==> src/rtl/sdma_pkg.sv <==
package sdma_pkg;

  localparam logic [2:0] OFS_ADDR  = 3'd0;
  localparam logic [2:0] OFS_BSIZE = 3'd1;
  localparam logic [2:0] OFS_BCNT  = 3'd2;
  localparam logic [2:0] OFS_MODE  = 3'd3;
  localparam logic [2:0] OFS_HCTL  = 3'd4;
  localparam logic [2:0] OFS_STS   = 3'd5;

  localparam int MODE_EN    = 0;
  localparam int MODE_CNTEN = 1;
  localparam int MODE_RD    = 4;
  localparam int MODE_MULTI = 5;

  localparam int STS_DONE = 1;
  localparam int STS_BND  = 3;

  typedef enum logic [1:0] {
    ENG_IDLE  = 2'd0,
    ENG_RUN   = 2'd1,
    ENG_PAUSE = 2'd2
  } eng_state_e;

  typedef enum logic [1:0] {
    MV_ISSUE = 2'd0,
    MV_WAIT  = 2'd1,
    MV_HOLD  = 2'd2
  } mv_state_e;

  typedef struct packed {
    logic [11:0] size;
    logic [2:0]  bsel;
    logic [15:0] count;
    logic        rd;
    logic        multi;
    logic        cnt_en;
    logic [1:0]  dsel;
  } cfg_t;

endpackage

==> src/rtl/sdma_regs.sv <==
module sdma_regs
  import sdma_pkg::*;
(
  input  logic        clk,
  input  logic        rst_n,
  input  logic        cfg_we,
  input  logic [2:0]  cfg_addr,
  input  logic [31:0] cfg_wdata,
  input  logic        engine_idle,
  input  logic        set_dma,
  input  logic        set_done,
  output cfg_t        cfg,
  output logic        start_req,
  output logic [15:0] start_blocks,
  output logic        start_unbounded,
  output logic        addr_wr,
  output logic        dma_sts,
  output logic        done_sts
);

  logic wr_mode, wr_sts;
  logic new_multi, new_cnten, count_ok;

  assign wr_mode   = cfg_we && (cfg_addr == OFS_MODE);
  assign wr_sts    = cfg_we && (cfg_addr == OFS_STS);
  assign addr_wr   = cfg_we && (cfg_addr == OFS_ADDR);
  assign new_multi = cfg_wdata[MODE_MULTI];
  assign new_cnten = cfg_wdata[MODE_CNTEN];
  assign count_ok  = !(new_multi && new_cnten) || (cfg.count != 16'd0);

  assign start_req = wr_mode && cfg_wdata[MODE_EN] && engine_idle &&
                     (cfg.dsel == 2'b00) && (cfg.size != 12'd0) && count_ok;
  assign start_blocks    = new_multi ? cfg.count : 16'd1;
  assign start_unbounded = new_multi && !new_cnten;

  always_ff @(posedge clk or negedge rst_n) begin
    if (!rst_n) begin
      cfg <= '0;
    end else if (cfg_we) begin
      case (cfg_addr)
        OFS_BSIZE: begin
          cfg.size <= cfg_wdata[11:0];
          cfg.bsel <= cfg_wdata[14:12];
        end
        OFS_BCNT: cfg.count <= cfg_wdata[15:0];
        OFS_MODE: begin
          cfg.rd     <= cfg_wdata[MODE_RD];
          cfg.multi  <= cfg_wdata[MODE_MULTI];
          cfg.cnt_en <= cfg_wdata[MODE_CNTEN];
        end
        OFS_HCTL: cfg.dsel <= cfg_wdata[4:3];
        default: ;
      endcase
    end
  end

  always_ff @(posedge clk or negedge rst_n) begin
    if (!rst_n) begin
      dma_sts  <= 1'b0;
      done_sts <= 1'b0;
    end else begin
      dma_sts  <= set_dma  | (dma_sts  & ~(wr_sts & cfg_wdata[STS_BND]));
      done_sts <= set_done | (done_sts & ~(wr_sts & cfg_wdata[STS_DONE]));
    end
  end

  p_bnd_status_set_r6: assert property (@(posedge clk) disable iff (!rst_n)
    set_dma |=> dma_sts);

  p_done_status_set_r9: assert property (@(posedge clk) disable iff (!rst_n)
    set_done |=> done_sts);

endmodule

==> src/rtl/sdma_ctrl.sv <==
module sdma_ctrl
  import sdma_pkg::*;
#(
  parameter int AW            = 32,
  parameter int BOUND_LG_BASE = 12
) (
  input  logic          clk,
  input  logic          rst_n,
  input  logic          start_req,
  input  logic [11:0]   start_size,
  input  logic [15:0]   start_blocks,
  input  logic          start_unbounded,
  input  logic          addr_wr,
  input  logic [AW-1:0] addr_wdata,
  input  logic [2:0]    bsel,
  input  logic          beat,
  output logic          run,
  output logic          idle,
  output logic [AW-1:0] addr_q,
  output logic          set_dma,
  output logic          set_done
);

  eng_state_e    st;
  logic [11:0]   size_q;
  logic [11:0]   byte_left;
  logic [15:0]   blk_left;
  logic          unbounded;
  logic [AW-1:0] next_addr;
  logic [AW-1:0] bmask;
  logic          hit_bound;
  logic          last_byte;
  logic          last_all;

  assign run  = (st == ENG_RUN);
  assign idle = (st == ENG_IDLE);

  assign next_addr = addr_q + AW'(1);
  assign bmask     = (AW'(1) << (BOUND_LG_BASE + int'(bsel))) - AW'(1);
  assign hit_bound = ((next_addr & bmask) == '0);
  assign last_byte = (byte_left == 12'd1);
  assign last_all  = last_byte && !unbounded && (blk_left == 16'd1);

  assign set_done = run && beat && last_all;
  assign set_dma  = run && beat && !last_all && hit_bound;

  always_ff @(posedge clk or negedge rst_n) begin
    if (!rst_n) begin
      st        <= ENG_IDLE;
      addr_q    <= '0;
      size_q    <= '0;
      byte_left <= '0;
      blk_left  <= '0;
      unbounded <= 1'b0;
    end else begin
      case (st)
        ENG_IDLE: begin
          if (addr_wr) addr_q <= addr_wdata;
          if (start_req) begin
            st        <= ENG_RUN;
            size_q    <= start_size;
            byte_left <= start_size;
            blk_left  <= start_blocks;
            unbounded <= start_unbounded;
          end
        end
        ENG_RUN: begin
          if (beat) begin
            addr_q <= next_addr;
            if (last_all) begin
              st <= ENG_IDLE;
            end else begin
              if (last_byte) begin
                byte_left <= size_q;
                if (!unbounded) blk_left <= blk_left - 16'd1;
              end else begin
                byte_left <= byte_left - 12'd1;
              end
              if (hit_bound) st <= ENG_PAUSE;
            end
          end
        end
        ENG_PAUSE: begin
          if (addr_wr) begin
            addr_q <= addr_wdata;
            st     <= ENG_RUN;
          end
        end
        default: st <= ENG_IDLE;
      endcase
    end
  end

  p_pause_addr_hold_r8: assert property (@(posedge clk) disable iff (!rst_n)
    (st == ENG_PAUSE) && !addr_wr |=> $stable(addr_q));

  p_addr_step_r10: assert property (@(posedge clk) disable iff (!rst_n)
    run && beat |=> addr_q == $past(addr_q) + AW'(1));

  p_run_addr_keep_r8: assert property (@(posedge clk) disable iff (!rst_n)
    run && !beat |=> $stable(addr_q));

endmodule

==> src/rtl/sdma_mover.sv <==
module sdma_mover
  import sdma_pkg::*;
#(
  parameter int DW = 8
) (
  input  logic          clk,
  input  logic          rst_n,
  input  logic          run,
  input  logic          rd,
  input  logic          in_valid,
  input  logic [DW-1:0] in_data,
  output logic          in_ready,
  input  logic          mem_ready,
  output logic          mem_valid,
  output logic          mem_we,
  output logic [DW-1:0] mem_wdata,
  input  logic          rsp_valid,
  input  logic [DW-1:0] rsp_data,
  output logic          out_valid,
  input  logic          out_ready,
  output logic [DW-1:0] out_data,
  output logic          beat
);

  mv_state_e     mst;
  logic [DW-1:0] hold_q;

  assign mem_we    = rd;
  assign mem_wdata = in_data;
  assign in_ready  = run && rd && mem_ready;
  assign mem_valid = run && (rd ? in_valid : (mst == MV_ISSUE));
  assign out_valid = run && !rd && (mst == MV_HOLD);
  assign out_data  = hold_q;
  assign beat      = run && (rd ? (in_valid && mem_ready)
                                : ((mst == MV_HOLD) && out_ready));

  always_ff @(posedge clk or negedge rst_n) begin
    if (!rst_n) begin
      mst    <= MV_ISSUE;
      hold_q <= '0;
    end else if (run && !rd) begin
      case (mst)
        MV_ISSUE: if (mem_ready) mst <= MV_WAIT;
        MV_WAIT: begin
          if (rsp_valid) begin
            hold_q <= rsp_data;
            mst    <= MV_HOLD;
          end
        end
        MV_HOLD: if (out_ready) mst <= MV_ISSUE;
        default: mst <= MV_ISSUE;
      endcase
    end
  end

  p_req_hold_r4: assert property (@(posedge clk) disable iff (!rst_n)
    mem_valid && !mem_we && !mem_ready |=> mem_valid);

  p_out_hold_r4: assert property (@(posedge clk) disable iff (!rst_n)
    out_valid && !out_ready |=> out_valid && $stable(out_data));

  p_idle_quiet_r2: assert property (@(posedge clk) disable iff (!rst_n)
    !run |-> !in_ready && !out_valid && !mem_valid);

endmodule

==> src/rtl/sdma_engine.sv <==
module sdma_engine
  import sdma_pkg::*;
#(
  parameter int AW            = 32,
  parameter int DW            = 8,
  parameter int BOUND_LG_BASE = 12
) (
  input  logic          clk,
  input  logic          rst_n,
  input  logic          cfg_we,
  input  logic [2:0]    cfg_addr,
  input  logic [31:0]   cfg_wdata,
  output logic [AW-1:0] sys_addr,
  output logic          dma_irq,
  output logic          done_irq,
  input  logic          in_valid,
  output logic          in_ready,
  input  logic [DW-1:0] in_data,
  output logic          out_valid,
  input  logic          out_ready,
  output logic [DW-1:0] out_data,
  output logic          mem_valid,
  input  logic          mem_ready,
  output logic          mem_we,
  output logic [AW-1:0] mem_addr,
  output logic [DW-1:0] mem_wdata,
  input  logic          rsp_valid,
  input  logic [DW-1:0] rsp_data
);

  cfg_t          cfg;
  logic          start_req, start_unbounded, addr_wr;
  logic [15:0]   start_blocks;
  logic          run, idle, set_dma, set_done, beat;
  logic [AW-1:0] addr_q;
  logic [AW-1:0] addr_wdata;

  assign addr_wdata = AW'(cfg_wdata);

  sdma_regs u_regs (
    .clk             (clk),
    .rst_n           (rst_n),
    .cfg_we          (cfg_we),
    .cfg_addr        (cfg_addr),
    .cfg_wdata       (cfg_wdata),
    .engine_idle     (idle),
    .set_dma         (set_dma),
    .set_done        (set_done),
    .cfg             (cfg),
    .start_req       (start_req),
    .start_blocks    (start_blocks),
    .start_unbounded (start_unbounded),
    .addr_wr         (addr_wr),
    .dma_sts         (dma_irq),
    .done_sts        (done_irq)
  );

  sdma_ctrl #(
    .AW            (AW),
    .BOUND_LG_BASE (BOUND_LG_BASE)
  ) u_ctrl (
    .clk             (clk),
    .rst_n           (rst_n),
    .start_req       (start_req),
    .start_size      (cfg.size),
    .start_blocks    (start_blocks),
    .start_unbounded (start_unbounded),
    .addr_wr         (addr_wr),
    .addr_wdata      (addr_wdata),
    .bsel            (cfg.bsel),
    .beat            (beat),
    .run             (run),
    .idle            (idle),
    .addr_q          (addr_q),
    .set_dma         (set_dma),
    .set_done        (set_done)
  );

  sdma_mover #(
    .DW (DW)
  ) u_mover (
    .clk       (clk),
    .rst_n     (rst_n),
    .run       (run),
    .rd        (cfg.rd),
    .in_valid  (in_valid),
    .in_data   (in_data),
    .in_ready  (in_ready),
    .mem_ready (mem_ready),
    .mem_valid (mem_valid),
    .mem_we    (mem_we),
    .mem_wdata (mem_wdata),
    .rsp_valid (rsp_valid),
    .rsp_data  (rsp_data),
    .out_valid (out_valid),
    .out_ready (out_ready),
    .out_data  (out_data),
    .beat      (beat)
  );

  assign sys_addr = addr_q;
  assign mem_addr = addr_q;

  p_done_quiet_r9: assert property (@(posedge clk) disable iff (!rst_n)
    $rose(done_irq) |-> !mem_valid && !in_ready && !out_valid);

endmodule

==> config.mk <==
export PLATFORM = sky130hd
export DESIGN_NAME = sdma_engine
export DESIGN_NICKNAME = d
export VERILOG_FILES = /design/src/rtl/sdma_pkg.sv /design/src/rtl/sdma_regs.sv /design/src/rtl/sdma_ctrl.sv /design/src/rtl/sdma_mover.sv /design/src/rtl/sdma_engine.sv
export SDC_FILE = /design/constraint.sdc
export NUM_CORES = 1
export LEC_CHECK = 0
export BUFFER_PORTS_ARGS = -buffer_cell sky130_fd_sc_hd__buf_2
export CAP_MARGIN = 40
export CORE_UTILIZATION = 56
export CTS_BUF_LIST = sky130_fd_sc_hd__clkbuf_4 sky130_fd_sc_hd__clkbuf_8 sky130_fd_sc_hd__clkbuf_16
export CTS_CLUSTER_DIAMETER = 100
export CTS_CLUSTER_SIZE = 16
export DETAILED_ROUTE_END_ITERATION = 6
export GPL_TIMING_DRIVEN = 0
export PLACE_DENSITY = 0.89
export SYNTH_ARGS = -nofsm -noshare
export SYNTH_HDL_FRONTEND = slang
export SYNTH_SLANG_ARGS = --single-unit
==> constraint.sdc <==
create_clock -name clk -period 3.1 [get_ports clk]
set_input_delay 0.62 -clock clk [delete_from_list [all_inputs] [get_ports clk]]
set_output_delay 0.62 -clock clk [all_outputs]
set_load 0.02 [all_outputs]
After elaboration in Yosys (flattened, before gate mapping)
Index checks and enable logic that the tools add are counted.
W data, S select, Z words.
{ "totals": {"regBits": 121, "input_bits": 58, "out_inout_bits": 86} }
{ "classes": {"n_addsub": 5, "n_eq_ne": 22, "n_shift": 1, "mux": 27, "bitwise": 9, "n_reduce_logical": 51} }
{ "op_table": {"columns": ["op", "n"], "rows": [
  ["$mux W16", 6],
  ["$mux W32", 2],
  ["$pmux W32 S2", 1],
  ["$mux W12", 4],
  ["$add A32 B1 Y32 const B", 1],
  ["$and A32 B32 Y32", 1],
  ["$logic_not A32 Y1", 1],
  ["$pmux W16 S2", 1],
  ["$shl A1 B32 Y32 const A", 1],
  ["$sub A32 B2 Y32 const B", 1],
  ["$logic_and A1 B1 Y1", 24],
  ["$pmux W12 S2", 1],
  ["$eq A16 B1 Y1 const B", 1],
  ["$mux W2", 8],
  ["$ne A2 B2 Y1 const B", 8],
  ["$reduce_bool A16 Y1", 1],
  ["$sub A16 B1 Y16 const B", 1],
  ["$eq A12 B1 Y1 const B", 1],
  ["$pmux W2 S3", 2],
  ["$reduce_and A4 Y1", 3],
  ["$reduce_bool A12 Y1", 1],
  ["$sub A12 B1 Y12 const B", 1],
  ["$reduce_and A2 Y1", 5],
  ["$eq A3 B2 Y1 const B", 2],
  ["19 further kinds", 37]
]} }

Depth between registers and ports, before layout
{ "depth": {"depth_word": 9, "depth_mapped": 10, "depth_no_buf": 8} }

Hierarchy
From an unflattened synthesis, not the netlist that was laid out.
{ "unflattened": {"cells_unflattened": 794, "hier_area_um2": 7417.1} }
{ "modules_own_cells": {"columns": ["mod", "n_inst", "cells_per_inst", "area_each_um2"], "rows": [
  ["sdma_ctrl", 1, 598, 4951.0],
  ["sdma_regs", 1, 120, 1679.1],
  ["sdma_mover", 1, 44, 546.8],
  ["sdma_engine", 1, 32, 240.2]
]} }

Worst setup path after synthesis
Ideal clock, no wire load.
{ "synth_path": {"path_kind": "reg-to-reg", "start": "register u_ctrl.byte_left[6]", "end": "register u_ctrl.byte_left[0]", "setup_ns": 0.124, "arrival_time_ns": 2.456, "t_required_ns": 2.976, "setup_slack_ns": 0.520, "stages_incl_launch_ff": 8, "path_buffers": 0, "path_cell_list": "dfrtp_1 or4_4 or3_1 or4_1 nand2b_4 o21ai_4 nor4_1 a211o_1"} }
{ "synth_via": {"elab_chain_cells": 5, "elab_cells_between_ends": 9, "classes_between": "eq/ne: 2; mux: 4; reduce/logical: 3"} }
{ "synth_lines": {"columns": ["element", "line_no", "rtl"], "rows": [
  ["start, declared", "sdma_ctrl.sv:26", "logic [11:0] byte_left;"],
  ["start signal, assigned", "sdma_ctrl.sv:62", "byte_left <= start_size;"],
  ["start signal, assigned", "sdma_ctrl.sv:74", "byte_left <= size_q;"],
  ["start signal, assigned", "sdma_ctrl.sv:77", "byte_left <= byte_left - 12'd1;"],
  ["$eq A12 B1 Y1 (*)", "sdma_ctrl.sv:41", "assign last_byte = (byte_left == 12'd1);"],
  ["$mux W12 or $logic_and A1 B1 Y1 (tied branches)", "sdma_ctrl.sv:73, sdma_ctrl.sv:42", null],
  ["$mux W12 or $logic_and A1 B1 Y1 (tied branches)", "sdma_ctrl.sv:70, sdma_ctrl.sv:42", null],
  ["$mux W12 or $ne A2 B2 Y1 (tied branches)", null, null],
  ["$pmux W12 S2 or $reduce_and A4 Y1 (tied branches)", null, null]
]} }
Mark *: on every way between the ends. The rest lies on a longest branch, timed or not. The select of a mux whose other input is x is not followed.
A chain may end at the register's enable or synchronous reset.

Final worst setup path
{ "layout_path": {"start": "register u_ctrl.st[1]", "end": "output out_valid"} }
{ "layout_via": {"elab_chain_cells": 3} }
{ "layout_lines": {"columns": ["element", "line_no", "rtl"], "rows": [
  ["start, declared", "sdma_ctrl.sv:24", "eng_state_e st;"],
  ["start signal, assigned", "sdma_ctrl.sv:49", "st <= ENG_IDLE;"],
  ["start signal, assigned", "sdma_ctrl.sv:60", "st <= ENG_RUN;"],
  ["start signal, assigned", "sdma_ctrl.sv:71", "st <= ENG_IDLE;"],
  ["$eq A2 B1 Y1", "sdma_ctrl.sv:35", "assign run = (st == ENG_RUN);"],
  ["$logic_and A1 B1 Y1 (2 in series)", "sdma_mover.sv:32", "assign out_valid = run && !rd && (mst == MV_HOLD);"],
  ["end, declared", "sdma_engine.sv:19", "output logic out_valid,"]
]} }
Every way passes these cells.

==> summary by stage <==
Setup path
Data on the critical path arrives at its endpoint at ~2300 ps. For the worst setup path, the data required time is ~2500 ps. The kind of end point of the critical path is an output port. The worst register-to-register path has a depth of 8.

The worst setup path is launched from a flip-flop. The critical path is of the flip-flop to output port type. Of all nets on the critical path, the largest fanout is 10.

Pwr
Across the VDD grid, the largest voltage drop is between 0.0006 and 0.0007 V. Dividing total power by cell area gives a power density of 704 nW/um2. The share of total power dissipated in the clock network is 0.328.

The switching part of the total power is 0.361. The total power after layout is 0.00604 W. Of the total power, combinational logic draws 0.306. For this design the total switching power over the nets is between 0.002 and 0.0025 W.

The total leakage power is between 3 and 4 nW. The internal power of the cells is ~0.0039 W. The proportion of power drawn by flip-flops and latches is 0.366.

STA
The sum of negative setup slack is 0 ps. The final clock period utilization by the worst path is 0.949. Setup repair after global routing left no endpoint under its margin. The number of failing setup endpoints in the final timing report is 0. The count of final hold-check violations is 0. The highest clock rate is about 340 MHz. For the pin with the worst max-slew slack, the measured transition is between 900 and 1000 ps. Between clock sinks in the finished design, the worst skew comes to 5.38 ps. The count of final max-slew check failures is 0. The final critical-path required period is roughly 2900 ps. In this run the tightest slew margin relative to its limit is 0.343.

Route
The final routed wire length divided by cell count is approximately 18 um. The initial detailed-routing violation count is between 700 and 800. The remaining number of nets flagged by the antenna check after routing is 0.

Wires add up to 20.6 mm. Across all layers, the routed design uses about 6900 vias. The first-pass iteration count of the detailed router is 5. The residual DRC count is 0.

The via count normalized by instance count is about 6.

Synth
The net count after synthesis is approximately 840. The most common cell in the synthesized netlist is sky130_fd_sc_hd__dfrtp_1. The fraction of registers with async set or reset after synthesis is 1.00. The number of library cell types mapped by synthesis is 60. Yosys printed 0 warnings. The average cell area after synthesis is approximately 9.0 um2.

The synthesized instance count is roughly 780. The area fraction of the dominant cell type after synthesis is 0.432. Among all flip-flop cells after synthesis, the most frequent one is sky130_fd_sc_hd__dfrtp_1.

Sorting the synthesized cells by how often they occur yields sky130_fd_sc_hd__dfrtp_1, sky130_fd_sc_hd__nor2_1, sky130_fd_sc_hd__a21oi_1, sky130_fd_sc_hd__mux2_2, sky130_fd_sc_hd__nand2_1. The number of storage elements in the synthesis netlist is 121. The portion of the post-synthesis area used by sequential elements is 0.432. The top cell type by total area after synthesis is sky130_fd_sc_hd__dfrtp_1. In this run, synthesis inferred 0 flip-flops with an integrated enable. The synthesized cell area is between 7000 and 8000 um2. By area the synthesized netlist is led by sky130_fd_sc_hd__dfrtp_1, sky130_fd_sc_hd__mux2_2, sky130_fd_sc_hd__a21oi_1.

GRT
The number of global-route vias before repair came to 6286. The overall overflow remaining after global route is 0. The total track usage is 0.324.

The number of antenna violations at the first check in global routing is 0. The first-pass GRT wire length is ~32 mm. Entering global routing, the biggest net connects 69 pins.

Placed design
Buffers placed on the I/O ports in this run total roughly 130. Routability-driven placement finished with a final weighted congestion of 0.961. Detailed placement finished with a half-perimeter wire length of 14.4 mm.

Layout
After filler insertion, the fill cell instance count of the layout stands at between 900 and 1000. In the final layout, the share of cells above drive strength 1 is 0.305. The number of nets in the final layout is 1004. The area added between synthesis and finish is 22.5%. At the end of the flow the core is filled with cells to 0.709. The repair_antennas step left the layout with diodes totalling 0.

Clock tree
The clock tree buffer depth is 2. The clock latency on the worst-skew pair is 420 ps. The H-tree was split into 4 levels. The cell at the root of the clock tree is sky130_fd_sc_hd__clkbuf_16. Clock-pin slew was measured on the worst setup and hold paths at roughly 60 ps. The total clock buffers created by CTS is 17.

The clock tree from TritonCTS is yes. The number of clock sinks is between 100 and 150.

Floorplanning
The floorplan step set the die height to 114 um. The area of the die is approximately 13000 um2. In this run the standard cell core region covers 12100 um2. The number of top-level pins is 144. The starting utilization of the core area is 0.579. The horizontal extent of the die is ~110 um.

The floorplan has 40 rows.

Min path
The worst hold path belongs to the class input port to asynchronous set/reset pin.

Status
The run finished with clean final reports.

Flow run
The number of max-cap violations is 0.
[critical path, stage by stage (launching register included)]
cell	delay [ps]
sky130_fd_sc_hd__dfrtp_1	460
sky130_fd_sc_hd__nand2b_1	180
sky130_fd_sc_hd__clkbuf_1	240
sky130_fd_sc_hd__clkbuf_2	290
sky130_fd_sc_hd__clkbuf_2	250
sky130_fd_sc_hd__nor4b_1	260
sky130_fd_sc_hd__buf_2	210
[registers in the layout, summed over array words and instances (netlist names)]
register / count
u_ctrl.addr_q: 32
u_ctrl.blk_left: 16
u_ctrl.byte_left: 12
u_ctrl.size_q: 12
u_ctrl.st: 2
u_ctrl.unbounded: 1
u_mover.mst: 2
u_mover.out_data: 8
u_regs.cfg: 34
u_regs.dma_sts: 1
u_regs.done_sts: 1
[per-stage QoR]
stage | setup slack [ps] | cells | area, um2 | hold WS (ps)
2_1_floorplan | 520 | 781 | 7010 | 324
6_report | 160 | 1122 | 8590 | 148
5_1_grt | 41.3 | 1122 | 8590 | 178
3_5_place_dp | -178 | 1088 | 7950 | 461
3_3_place_gp | -115 | 1083 | 7890 | 458
4_1_cts | 80.5 | 1120 | 8550 | 165
[layout make-up]
class / instances / area [um2] / area share
multi-input combinational: 563 / 3470 / 0.404
sequential: 121 / 3030 / 0.353
timing repair buffer: 141 / 744 / 0.0867
buffer: 84 / 490 / 0.0571
clock buffer: 17 / 425 / 0.0495
tap: 168 / 210 / 0.0245
clock inverter: 15 / 169 / 0.0197
inverter: 13 / 48.8 / 0.00568
[placed cells by master (no fill, tap or decap), types with 5 or more instances in the layout]
master                      count
sky130_fd_sc_hd__a22oi_1       10
sky130_fd_sc_hd__nor4_1        13
sky130_fd_sc_hd__nand3_1       36
sky130_fd_sc_hd__o21ai_0       27
sky130_fd_sc_hd__clkbuf_1      32
sky130_fd_sc_hd__nand2b_1       7
sky130_fd_sc_hd__xor2_1         5
sky130_fd_sc_hd__o21ai_1       38
sky130_fd_sc_hd__buf_2        140
sky130_fd_sc_hd__o22a_1         7
sky130_fd_sc_hd__clkinv_4       5
sky130_fd_sc_hd__clkbuf_16     17
sky130_fd_sc_hd__dfrtp_1      121
sky130_fd_sc_hd__xnor2_1        7
sky130_fd_sc_hd__and3_1        12
sky130_fd_sc_hd__nor2_1        85
sky130_fd_sc_hd__ha_1           5
sky130_fd_sc_hd__mux2i_1        5
sky130_fd_sc_hd__mux2_2        56
sky130_fd_sc_hd__buf_4         46
sky130_fd_sc_hd__nor3_1        17
sky130_fd_sc_hd__nand4_1       12
sky130_fd_sc_hd__a31oi_1        8
sky130_fd_sc_hd__nand2_1       55
sky130_fd_sc_hd__a21oi_1       78
sky130_fd_sc_hd__inv_1         12
sky130_fd_sc_hd__a211oi_1       9
sky130_fd_sc_hd__o22ai_1       11
[repair_timing]
action | in CTS | in global routing
pin swaps | 0 | 1
gates resized for setup | 1 | 7
endpoints found under the setup margin | 2 | 19
hold buffers | 0 | 0
setup buffers | 0 | 2
[power by group through the flow]
| stage | clock, W | sequential (W) | combinational, W |
|---|---|---|---|
| 6_report | 0.00198 | 0.00221 | 0.00185 |
| 5_1_grt | 0.00207 | 0.00226 | 0.00201 |
| 4_1_cts | 0.00199 | 0.00220 | 0.00183 |
| 3_5_place_dp | 0 | 0.00222 | 0.00180 |
| 3_3_place_gp | 0 | 0.00221 | 0.00173 |
| 2_1_floorplan | 0 | 0.00225 | 0.00121 |
[metal layers]
| metal | GRT usage | routed length (um) | up-vias |
|---|---|---|---|
| met5 | 0 | 0 | - |
| met4 | 0.132 | 733 | 0 |
| met3 | 0.0755 | 1920 | 77 |
| met2 | 0.501 | 9660 | 421 |
| met1 | 0.442 | 8310 | 3301 |
| li1 | - | - | 3133 |
[path summary, 6_finish.rpt]
path                                                    to                    startpoint  slack [ps]
max in group asynchronous     u_ctrl.size_q[7]$_DFFE_PN0P_                         rst_n        2250
min                          u_ctrl.addr_q[13]$_DFFE_PN0P_                         rst_n         150
max                                              out_valid      u_ctrl.st[1]$_DFFE_PN0P_         160
min reg2reg                   u_ctrl.unbounded$_DFFE_PN0P_  u_ctrl.unbounded$_DFFE_PN0P_         480
max reg2reg                       u_regs.dma_sts$_DFF_PN0_  u_ctrl.addr_q[0]$_DFFE_PN0P_         170
min in group clk           u_mover.out_data[0]$_DFFE_PN0P_                   rsp_data[0]         430
[logic make-up after synthesis]
group | share of synthesized area
adder cells (fa/ha/maj) | 0.00892
AND/OR/NAND/NOR | 0.188
multiplexers | 0.0971
buffers and inverters | 0.0764
XOR/XNOR | 0.0150
AO/OA/AOI/OAI | 0.182
flip-flops | 0.432
No activity file was read; power rests on OpenSTA's default activity.
